--- src/rtl/dring_pkg.sv ---
package dring_pkg;
  localparam int WORD_W     = 64;
  localparam int DESC_WORDS = 8;
  localparam int DESC_SHIFT = $clog2(DESC_WORDS * WORD_W / 8);
  localparam int SG_PAIRS   = (DESC_WORDS - 2) / 2;
  localparam int LEN_W      = 32;
  localparam int SGC_W      = $clog2(SG_PAIRS + 1);

  localparam logic [7:0] OWN_DEVICE = 8'hAA;
  localparam logic [7:0] OWN_HOST   = 8'h55;

  typedef enum logic [2:0] {
    ST_IDLE,
    ST_REQ,
    ST_WAIT,
    ST_CHK,
    ST_OUT,
    ST_HALT
  } fetch_st_e;
endpackage

--- src/rtl/dring_index.sv ---
module dring_index #(
  parameter int MAX_SHIFT = 12,
  parameter int SHW       = 4
) (
  input  logic                 clk,
  input  logic                 rst_n,
  input  logic                 advance,
  input  logic [SHW-1:0]       shift,
  output logic [MAX_SHIFT-1:0] idx
);
  logic [MAX_SHIFT:0]   span;
  logic [MAX_SHIFT-1:0] mask;
  logic [MAX_SHIFT-1:0] nxt;

  always_comb begin
    span = (MAX_SHIFT + 1)'(1) << shift;
    mask = MAX_SHIFT'(span - 1'b1);
    nxt  = (idx + MAX_SHIFT'(1)) & mask;
  end

  always_ff @(posedge clk or negedge rst_n) begin
    if (!rst_n) idx <= '0;
    else if (advance) idx <= nxt;
  end
endmodule

--- src/rtl/dring_poll_timer.sv ---
module dring_poll_timer #(
  parameter int GAP = 64
) (
  input  logic clk,
  input  logic rst_n,
  input  logic idle,
  output logic fire
);
  localparam int CW = $clog2(GAP + 1);
  logic [CW-1:0] cnt;

  always_ff @(posedge clk or negedge rst_n) begin
    if (!rst_n) cnt <= '0;
    else if (!idle) cnt <= CW'(GAP);
    else if (cnt != '0) cnt <= cnt - 1'b1;
  end

  assign fire = idle && (cnt == '0);
endmodule

--- src/rtl/dring_sg_trim.sv ---
module dring_sg_trim
  import dring_pkg::*;
#(
  parameter int AW = 64
) (
  input  logic [SG_PAIRS*LEN_W-1:0] raw_len,
  input  logic [SG_PAIRS*AW-1:0]    raw_ptr,
  output logic [SG_PAIRS*LEN_W-1:0] len_o,
  output logic [SG_PAIRS*AW-1:0]    ptr_o,
  output logic [SGC_W-1:0]          cnt_o
);
  logic alive;

  always_comb begin
    alive = 1'b1;
    cnt_o = '0;
    len_o = '0;
    ptr_o = '0;
    for (int j = 0; j < SG_PAIRS; j++) begin
      if (alive && raw_len[j*LEN_W +: LEN_W] != '0) begin
        len_o[j*LEN_W +: LEN_W] = raw_len[j*LEN_W +: LEN_W];
        ptr_o[j*AW +: AW]       = raw_ptr[j*AW +: AW];
        cnt_o                   = cnt_o + 1'b1;
      end else begin
        alive = 1'b0;
      end
    end
  end
endmodule

--- src/rtl/desc_ring_consumer.sv ---
module desc_ring_consumer
  import dring_pkg::*;
#(
  parameter int AW        = 64,
  parameter int MAX_SHIFT = 12,
  parameter int POLL_GAP  = 64,
  localparam int SHW      = $clog2(MAX_SHIFT + 1)
) (
  input  logic                      clk,
  input  logic                      rst_n,
  input  logic                      en,
  input  logic                      reply_mode,
  input  logic [AW-1:0]             ring_base,
  input  logic [SHW-1:0]            ring_shift,
  input  logic                      db_strobe,
  output logic                      rd_req_valid,
  input  logic                      rd_req_ready,
  output logic [AW-1:0]             rd_req_addr,
  input  logic                      rd_rsp_valid,
  input  logic [WORD_W-1:0]         rd_rsp_data,
  input  logic                      rd_rsp_err,
  output logic                      out_valid,
  input  logic                      out_ready,
  input  logic                      reply_need,
  output logic [7:0]                out_type,
  output logic [63:0]               out_cookie,
  output logic [SG_PAIRS*LEN_W-1:0] out_len,
  output logic [SG_PAIRS*AW-1:0]    out_ptr,
  output logic [SGC_W-1:0]          out_sg_cnt,
  output logic [MAX_SHIFT-1:0]      cons_idx,
  output logic                      err_fetch_fault,
  output logic                      err_no_buf
);
  localparam int WCW = $clog2(DESC_WORDS);

  fetch_st_e st;
  logic [WCW-1:0] wcnt;
  logic db_pend, poll_fire, go, take, drop_hit, capture;
  logic [7:0]  type_q;
  logic [63:0] cookie_q;
  logic [SG_PAIRS*LEN_W-1:0] raw_len;
  logic [SG_PAIRS*AW-1:0]    raw_ptr;

  // index and poll timing
  dring_index #(.MAX_SHIFT(MAX_SHIFT), .SHW(SHW)) u_idx (
    .clk(clk), .rst_n(rst_n), .advance(take), .shift(ring_shift), .idx(cons_idx)
  );

  dring_poll_timer #(.GAP(POLL_GAP)) u_tmr (
    .clk(clk), .rst_n(rst_n), .idle(st == ST_IDLE), .fire(poll_fire)
  );

  assign go       = (st == ST_IDLE) && en && (db_pend || db_strobe || poll_fire);
  assign take     = (st == ST_OUT) && (reply_mode ? reply_need : out_ready);
  assign drop_hit = reply_mode && reply_need && (st != ST_OUT) && (st != ST_HALT);
  assign capture  = (st == ST_WAIT) && rd_rsp_valid && !rd_rsp_err;

  // request side
  assign rd_req_valid = (st == ST_REQ);
  assign rd_req_addr  = ring_base + (AW'(cons_idx) << DESC_SHIFT) + (AW'(wcnt) << 3);
  assign out_valid    = (st == ST_OUT);

  always_ff @(posedge clk or negedge rst_n) begin
    if (!rst_n) begin
      st              <= ST_IDLE;
      wcnt            <= '0;
      db_pend         <= 1'b0;
      err_fetch_fault <= 1'b0;
      err_no_buf      <= 1'b0;
    end else begin
      db_pend <= (db_strobe && st != ST_IDLE) || (db_pend && !go);
      if (drop_hit) begin
        err_no_buf <= 1'b1;
        st         <= ST_HALT;
      end else begin
        case (st)
          ST_IDLE: if (go) begin
            st   <= ST_REQ;
            wcnt <= '0;
          end
          ST_REQ: if (rd_req_ready) st <= ST_WAIT;
          ST_WAIT: if (rd_rsp_valid) begin
            if (rd_rsp_err) begin
              err_fetch_fault <= 1'b1;
              st              <= ST_HALT;
            end else if (wcnt == '0 && rd_rsp_data[7:0] != OWN_DEVICE) begin
              st <= ST_IDLE;
            end else if (wcnt == WCW'(DESC_WORDS - 1)) begin
              st <= ST_CHK;
            end else begin
              wcnt <= wcnt + 1'b1;
              st   <= ST_REQ;
            end
          end
          ST_CHK: if (reply_mode && out_sg_cnt == '0) begin
            err_fetch_fault <= 1'b1;
            st              <= ST_HALT;
          end else begin
            st <= ST_OUT;
          end
          ST_OUT: if (take) begin
            st   <= ST_REQ;
            wcnt <= '0;
          end
          ST_HALT: st <= ST_HALT;
          default: st <= ST_HALT;
        endcase
      end
    end
  end

  // field capture
  always_ff @(posedge clk or negedge rst_n) begin
    if (!rst_n) begin
      type_q   <= '0;
      cookie_q <= '0;
    end else if (capture) begin
      if (wcnt == WCW'(0)) type_q <= rd_rsp_data[15:8];
      if (wcnt == WCW'(1)) cookie_q <= rd_rsp_data;
    end
  end

  for (genvar j = 0; j < SG_PAIRS; j++) begin : g_pair
    localparam int LEN_WORD = 2 + 2 * j;
    logic [LEN_W-1:0] len_q;
    logic [AW-1:0]    ptr_q;
    always_ff @(posedge clk or negedge rst_n) begin
      if (!rst_n) begin
        len_q <= '0;
        ptr_q <= '0;
      end else if (capture) begin
        if (wcnt == WCW'(LEN_WORD))     len_q <= rd_rsp_data[LEN_W-1:0];
        if (wcnt == WCW'(LEN_WORD + 1)) ptr_q <= AW'(rd_rsp_data);
      end
    end
    assign raw_len[j*LEN_W +: LEN_W] = len_q;
    assign raw_ptr[j*AW +: AW]       = ptr_q;
  end

  dring_sg_trim #(.AW(AW)) u_trim (
    .raw_len(raw_len), .raw_ptr(raw_ptr),
    .len_o(out_len), .ptr_o(out_ptr), .cnt_o(out_sg_cnt)
  );

  assign out_type   = type_q;
  assign out_cookie = cookie_q;
endmodule

--- config.mk ---
export PLATFORM = sky130hd
export DESIGN_NAME = desc_ring_consumer
export DESIGN_NICKNAME = d
export VERILOG_FILES = /design/src/rtl/dring_pkg.sv /design/src/rtl/dring_index.sv /design/src/rtl/dring_poll_timer.sv /design/src/rtl/dring_sg_trim.sv /design/src/rtl/desc_ring_consumer.sv
export SDC_FILE = /design/constraint.sdc
export NUM_CORES = 1
export LEC_CHECK = 0
export ABC_AREA = 1
export BUFFER_PORTS_ARGS = -buffer_cell sky130_fd_sc_hd__buf_2
export CORE_AREA = 3 3 227 229
export DETAILED_ROUTE_END_ITERATION = 10
export DIE_AREA = 0 0 230 232
export GPL_TIMING_DRIVEN = 1
export HOLD_SLACK_MARGIN = 0.08
export PLACE_DENSITY = 0.66
export REMOVE_ABC_BUFFERS = 1
export SLEW_MARGIN = 5
export SYNTH_ARGS = -nofsm -noshare
export SYNTH_HDL_FRONTEND = slang
export SYNTH_SLANG_ARGS = --single-unit
--- constraint.sdc ---
create_clock -name clk -period 3.3 [get_ports clk]
set_clock_uncertainty 0.15 [all_clocks]
set_input_delay 0.165 -clock clk [delete_from_list [all_inputs] [get_ports clk]]
set_output_delay 0.165 -clock clk [all_outputs]
set_load 0.02 [all_outputs]
==> out/results.ini, run 1 <==
[status]
run_status=finished, final reports clean

[global_routing]
grt_pass1_wl_um=108000
grt.total_usage=0.259
use_met2=0.424
gr-usage-met1=0.351
grt_pass1_vias=18279
grt-ovfl-total=0
grt_use_met3=0.0499
busiest_layer=met2
grt_max_degree=85
antenna_found_initial=3

[floorplan]
die_w_um=230
rows=82
pin_count=584
die_y_um=232
die-area_mm2=0.0534
start_util=0.398
core_mm2=0.0499

[cells_and_area]
seq_area_mm2=0.00971
multiInputGateArea_mm2=0.00795
area_delta_synth_final_pct=30.1
fin_nets=3514
drive_above_1_share=0.207
num-fill-cells=4952
final_util=0.518
stdcell_count=4052
stdcell_area_mm2=0.0259

[synth]
synth_cell_type_count=37
async_flop_share=1.00
yosys.cell_count.top_type=nand2_1
synth_top_cell_by_area=dfrtp_1
synth_area_leaders=dfrtp_1 (49%), nand2_1 (14%), o21ai_0 (9.2%)
yosys.area.top_type_share=0.489
syn_area_per_cell_um2=7.24
synth_warnings=0
ys_top_cells_by_count=nand2_1 (723), inv_1 (465), nor2_1 (396)
synth-edff-count=0
ys_seq_area_frac=0.489
ys_ff_latch=388
synthCells=2746
syn_area_mm2=0.0199
ys.flop_type=dfrtp_1

[detailed_routing]
antenna_left=0
post-route-drc-count=0
wl_per_cell_um=17.5
drt_iter0_drc=1646
dr.pass1.iters=5
vias=19680
avgViaCountPerCell=4.86
wl_um=71000

[power_and_ir_drop]
leakagePower_nw=13.5
power_density_mw_per_mm2=495
max-vdd-ir-drop_uv=539

[cts]
clock-sinks=388
cts_inserted_buffers=43
cts-root-buf=clkbuf_16
clk_pin_slew_ns=0.06
clockBufferDepth=3
htree_levels=2
cts_tree=yes
clock_latency_ns=0.57

[sta]
timing.final.crit_share=0.951
grt_setup_unrepaired=false
fmax_ghz=0.319
worstMarginPinSlew_ns=0.884
period_needed_ns=3.14
holdWs_ns=0.141
finalHoldViolations=0
setup_viol=0
relSlewSlack=0.411
fin_tns_setup_ns=0
slew_viol_final=0

[place]
dpl.cell_count=3887
gp_congestion=0.952
postPlaceCellArea_mm2=0.0235
port_buffers=577
dp.final_hpwl_um=52900

[setup_path]
crit_path_max_incr_delay_ns=0.38
critPathCaptureType=output pin
crit_path_end=out_ptr[104]
crit_start=g_pair[1].len_q[1]
critPathRequiredTime_ns=2.98
cp_max_fo=49
critical_path_class=flop to output pin
setup.worst_path.start_class=flop
crit_chain=inv_1 > nand3_1 > nor3_1 > nand4_1 > nand2_4 > buf_12 > nor2_1 > buf_2
r2r_start=u_tmr.cnt[0]
worst_ep_arrival_time_ns=2.82
critPathSlowestCell=dfrtp_1
timing.rr.end=st[2]
rr_worst_depth=14
rrSetupSlack_ns=0.45

[hold_path]
hp-class=primary input to asynchronous set/reset pin

[flow_run]
cap_violations=0

==> placed cells by master (no fill, tap or decap), types with 9 or more instances in the layout <==
master           n
a21oi_1         15
buf_12          10
buf_2          576
buf_4           20
clkbuf_1        13
clkbuf_16       43
clkbuf_8         9
dfrtp_1        386
dlygate4sd3_1   85
ha_1            24
inv_1          465
nand2_1        718
nand3_1         84
nand3b_1        15
nand4_1         36
nor2_1         395
nor3_1          19
o21ai_0        367
o21ai_1          9
xor2_1          28
==> registers in the layout, indices dropped and copies added, names as in the netlist <==
| name | flops |
|---|---|
| out_type | 8 |
| wcnt | 3 |
| u_idx.idx | 12 |
| err_fetch_fault | 1 |
| db_pend | 1 |
| u_tmr.cnt | 7 |
| g_pair.len_q | 96 |
| err_no_buf | 1 |
| st | 3 |
| out_cookie | 64 |
| g_pair.ptr_q | 192 |
==> worst min path at each step <==
stage / to / slack (ns) / cells past startpoint
after CTS: wcnt[1] / 0.11 / 7
after global placement: out_cookie[41] / 0.04 / 1
after detailed placement: out_cookie[41] / 0.04 / 1
after floorplan: db_pend / -0.28 / 0
final: g_pair[1].len_q[15] / 0.14 / 3
after global routing: g_pair[2].ptr_q[63] / 0.15 / 3
==> layer usage <==
metal	wire, um	part of all wire	vias up
li1	-	-	9587
met1	30600	0.43	9225
met2	33000	0.47	743
met3	5230	0.074	121
met4	2060	0.029	4
met5	26	0.00037	-
==> cells by family (layout without fill, tap and decap cells) <==
family          Yosys count  in the layout  share of synthesized area
other cells               0              2                          0
buf+inv                 606           1238                      0.116
fa+ha+maj                26             26                     0.0168
flops                   388            388                      0.489
simple gates           1292           1292                      0.261
compound gates          402            402                      0.103
xor+xnor                 32             32                     0.0141
==> final cells by class <==
cell class | count | share of cell area
multi-input cells | 1752 | 0.308
inverters | 468 | 0.0680
well taps | 672 | 0.0325
diodes | 2 | 0.000194
clock inverters | 12 | 0.00803
repair buffers | 693 | 0.160
clock buffers | 65 | 0.0483
flip-flops and latches | 388 | 0.376
==> per-stage QoR <==
step | setup WS [ns] | power (mW)
floorplan | -2.57 | 6.70
global placement | 0.609 | 7.77
detailed placement | 0.577 | 7.79
CTS | 0.0364 | 12.9
global route | 0.00678 | 13.4
finish | 0.163 | 12.8
==> worst max-delay path: cells and delay by family, from the launching register on <==
kind	cells	cell delay, ns
and+or+nand+nor	5	1.30
buffers and inverters	3	0.53
DFF	1	0.38
==> power breakdown <==
part           leakage [nW]  switching (mW)  total [mW]  internal (mW)
clock                 0.698            1.99        4.93           2.94
sequential             5.38           0.212        5.23           5.02
combinational          7.45            1.78        2.62          0.844
total                  13.5            3.98        12.8           8.80
==> repair_timing <==
item                                    in CTS  in global routing
hold buffers                                86                  0
cloned                                       0                  0
resized for setup                            3                  8
hold endpoints to repair                   726                  0
buffers inserted                             0                  0
endpoints found under the setup margin       7                 20
No activity file was read; power rests on OpenSTA's default activity.
==> run 2, diff against run 1 <==
--- a/config.mk
+++ b/config.mk
@@ -7,12 +7,13 @@
 export LEC_CHECK = 0
 export ABC_AREA = 1
 export BUFFER_PORTS_ARGS = -buffer_cell sky130_fd_sc_hd__buf_2
-export CORE_AREA = 3 3 227 229
+export CORE_ASPECT_RATIO = 0.7
+export CORE_MARGIN = 3
+export CORE_UTILIZATION = 45
 export DETAILED_ROUTE_END_ITERATION = 10
-export DIE_AREA = 0 0 230 232
 export GPL_TIMING_DRIVEN = 1
 export HOLD_SLACK_MARGIN = 0.08
-export PLACE_DENSITY = 0.66
+export PLACE_DENSITY = 0.73
 export REMOVE_ABC_BUFFERS = 1
 export SLEW_MARGIN = 5
 export SYNTH_ARGS = -nofsm -noshare
==> run 2 against run 1 <==
Effect of this change:
- die area is 12% lower
- largest power group unchanged
- utilization up 7.6 points
- power fell by 3.7%
- combinational power about the same
- critical path depth is 1 higher
- global-route usage rose by 3.7 points
- largest cell class unchanged
==> out/results.ini, run 2 (synthesis gave the netlist of run 1 again) <==
[floorplan]
die-area_mm2=0.0467  ; -12%
core_mm2=0.0430  ; -14%
start_util=0.462  ; +0.0640
die_y_um=182  ; -22%
rows=63  ; -23%
die_w_um=257  ; +12%
pin_count=584  ; unchanged

[detailed_routing]
wl_per_cell_um=18.1  ; +3.1%
antenna_left=0  ; unchanged
avgViaCountPerCell=5.04  ; +3.9%
wl_um=71500  ; +0.68%
post-route-drc-count=0  ; unchanged
dr.pass1.iters=6  ; +1
vias=19961  ; +1.4%
drt_iter0_drc=1849  ; +12%

[sta]
period_needed_ns=3.17  ; +0.0286 ns
holdWs_ns=0.102  ; -0.0391 ns
slew_viol_final=0  ; unchanged
fmax_ghz=0.316  ; -0.90%
relSlewSlack=0.405  ; -0.00565
timing.final.crit_share=0.959  ; +0.00866
grt_setup_unrepaired=false
setup_viol=0  ; unchanged
finalHoldViolations=0  ; unchanged
fin_tns_setup_ns=0  ; unchanged
worstMarginPinSlew_ns=0.892  ; +0.00848 ns
postLayoutSetupSlackWorst_ns=0.134  ; -0.0286 ns

[setup_path]
crit_path_max_incr_delay_ns=0.44  ; +0.06 ns
crit_path_end=rd_req_addr[29]
critPathCaptureType=output pin
worst_ep_arrival_time_ns=2.85  ; +0.03 ns
critPathSlowestCell=dfrtp_1
timing.rr.end=g_pair[0].ptr_q[51]
crit_chain=ha_1 > nand2_1 > nor2_1 > nand3_1 > nand3_1 > nand2_1 > nand2_1 > xor2_1 > buf_2
rr_worst_depth=7  ; -7
crit_start=u_idx.idx[6]
critical_path_class=flop to output pin
cp_max_fo=6  ; -88%
setup.worst_path.start_class=flop
critPathRequiredTime_ns=2.98  ; about the same
path_common_cell=nand2_1
rrSetupSlack_ns=0.69  ; +0.24 ns
r2r_start=st[2]

[global_routing]
grt-ovfl-total=0  ; unchanged
grt.total_usage=0.296  ; +0.0366
grt_pass1_wl_um=108000  ; +0.20%
grt_max_degree=111  ; +31%
grt_pass1_vias=18295  ; +0.088%
antenna_found_initial=5  ; +2

[cts]
cts_tree=yes
clock-sinks=388  ; unchanged
htree_levels=2  ; unchanged
clock_latency_ns=0.53  ; -0.04 ns
cts-root-buf=clkbuf_16
clockBufferDepth=3  ; unchanged
cts_inserted_buffers=39  ; -9.3%
clk_pin_slew_ns=0.06  ; about the same

[cells_and_area]
drive_above_1_share=0.206  ; -0.00111
fin_nets=3509  ; -0.14%
stdcell_count=3957  ; -2.3%
mostFrequentLayoutCells=nand2_1 (718), buf_2 (576), inv_1 (465)
num-fill-cells=3948  ; -20%
area_delta_synth_final_pct=28.6
largest_register=g_pair.ptr_q
final_common_cell=nand2_1
largest_register_ffs=192  ; unchanged

[power_and_ir_drop]
leakagePower_nw=13.4  ; -0.61%
power_density_mw_per_mm2=482  ; -2.6%
max-vdd-ir-drop_uv=416  ; -23%

[place]
pre_cts_ws_ns=0.567  ; -0.0107 ns
port_buffers=577  ; unchanged
dp.final_hpwl_um=52900  ; about the same
gp_congestion=1.06  ; +11%
dpl.cell_count=3801  ; -2.2%

[status]
run_status=finished, final reports clean

[hold_path]
hp-class=primary input to asynchronous set/reset pin

[flow_run]
cap_violations=0  ; unchanged

run 2: cell types whose count changed in the layout (fill, tap and decap cells not counted), sizes merged:
cell,delta
bufinv,-1
clkbuf,-11
clkinv,+3
clkinvlp,-3
diode,+3
dlygate4sd3,-1
inv,+2
run 2: routing by layer:
metal / part of all wire / track usage
met3: 0.074 / 0.0559
met1: 0.45 / 0.421
met5: 0 / 0
met2: 0.44 / 0.459
met4: 0.034 / 0.0913
run 2: area by class of cell:
cell class,instances,area [um^2],area share
antenna,5,12.5,0.000490
clock buffer,54,1090,0.0428
clock inverter,13,170,0.00666
inverter,468,1760,0.0687
multi-input combinational,1752,7970,0.312
sequential,388,9710,0.380
tap,585,732,0.0286
timing repair buffer,692,4110,0.161
run 2: power by group:
part	leakage, nW	total, mW	switching, mW	internal, mW
clock network	0.620	4.46	1.89	2.57
registers	5.38	5.24	0.217	5.02
logic	7.44	2.62	1.79	0.830
run 2: worst min-delay path by stage:
stage	to
final	g_pair[1].ptr_q[31]
after global placement	g_pair[1].ptr_q[31]
after floorplan	db_pend
after detailed placement	g_pair[1].ptr_q[16]
after global routing	st[0]
after CTS	st[0]
run 2: timing repair:
item,in CTS,in global routing
hold endpoints to repair,475,0
hold buffers,84,0
setup endpoints to repair,2,23
buffers inserted,0,0
resized for setup,1,12
run 2: worst max-delay path: cells and delay by family (launching register included):
| family | cells | cell delay [ns] |
|---|---|---|
| adders and majority gates | 1 | 0.42 |
| xor gates and xnor gates | 1 | 0.33 |
| buffers and inverters | 1 | 0.24 |
| DFF | 1 | 0.44 |
| and+or+nand+nor | 6 | 0.90 |
run 2: stage by stage:
stage	utilization	total power, mW	cell area [um^2]
3_5_place_dp	0.544	7.80	23400
2_1_floorplan	-	6.70	19300
3_3_place_gp	0.544	7.79	23400
5_1_grt	0.595	12.9	25600
4_1_cts	0.593	12.4	25500
6_report	0.595	12.3	25600
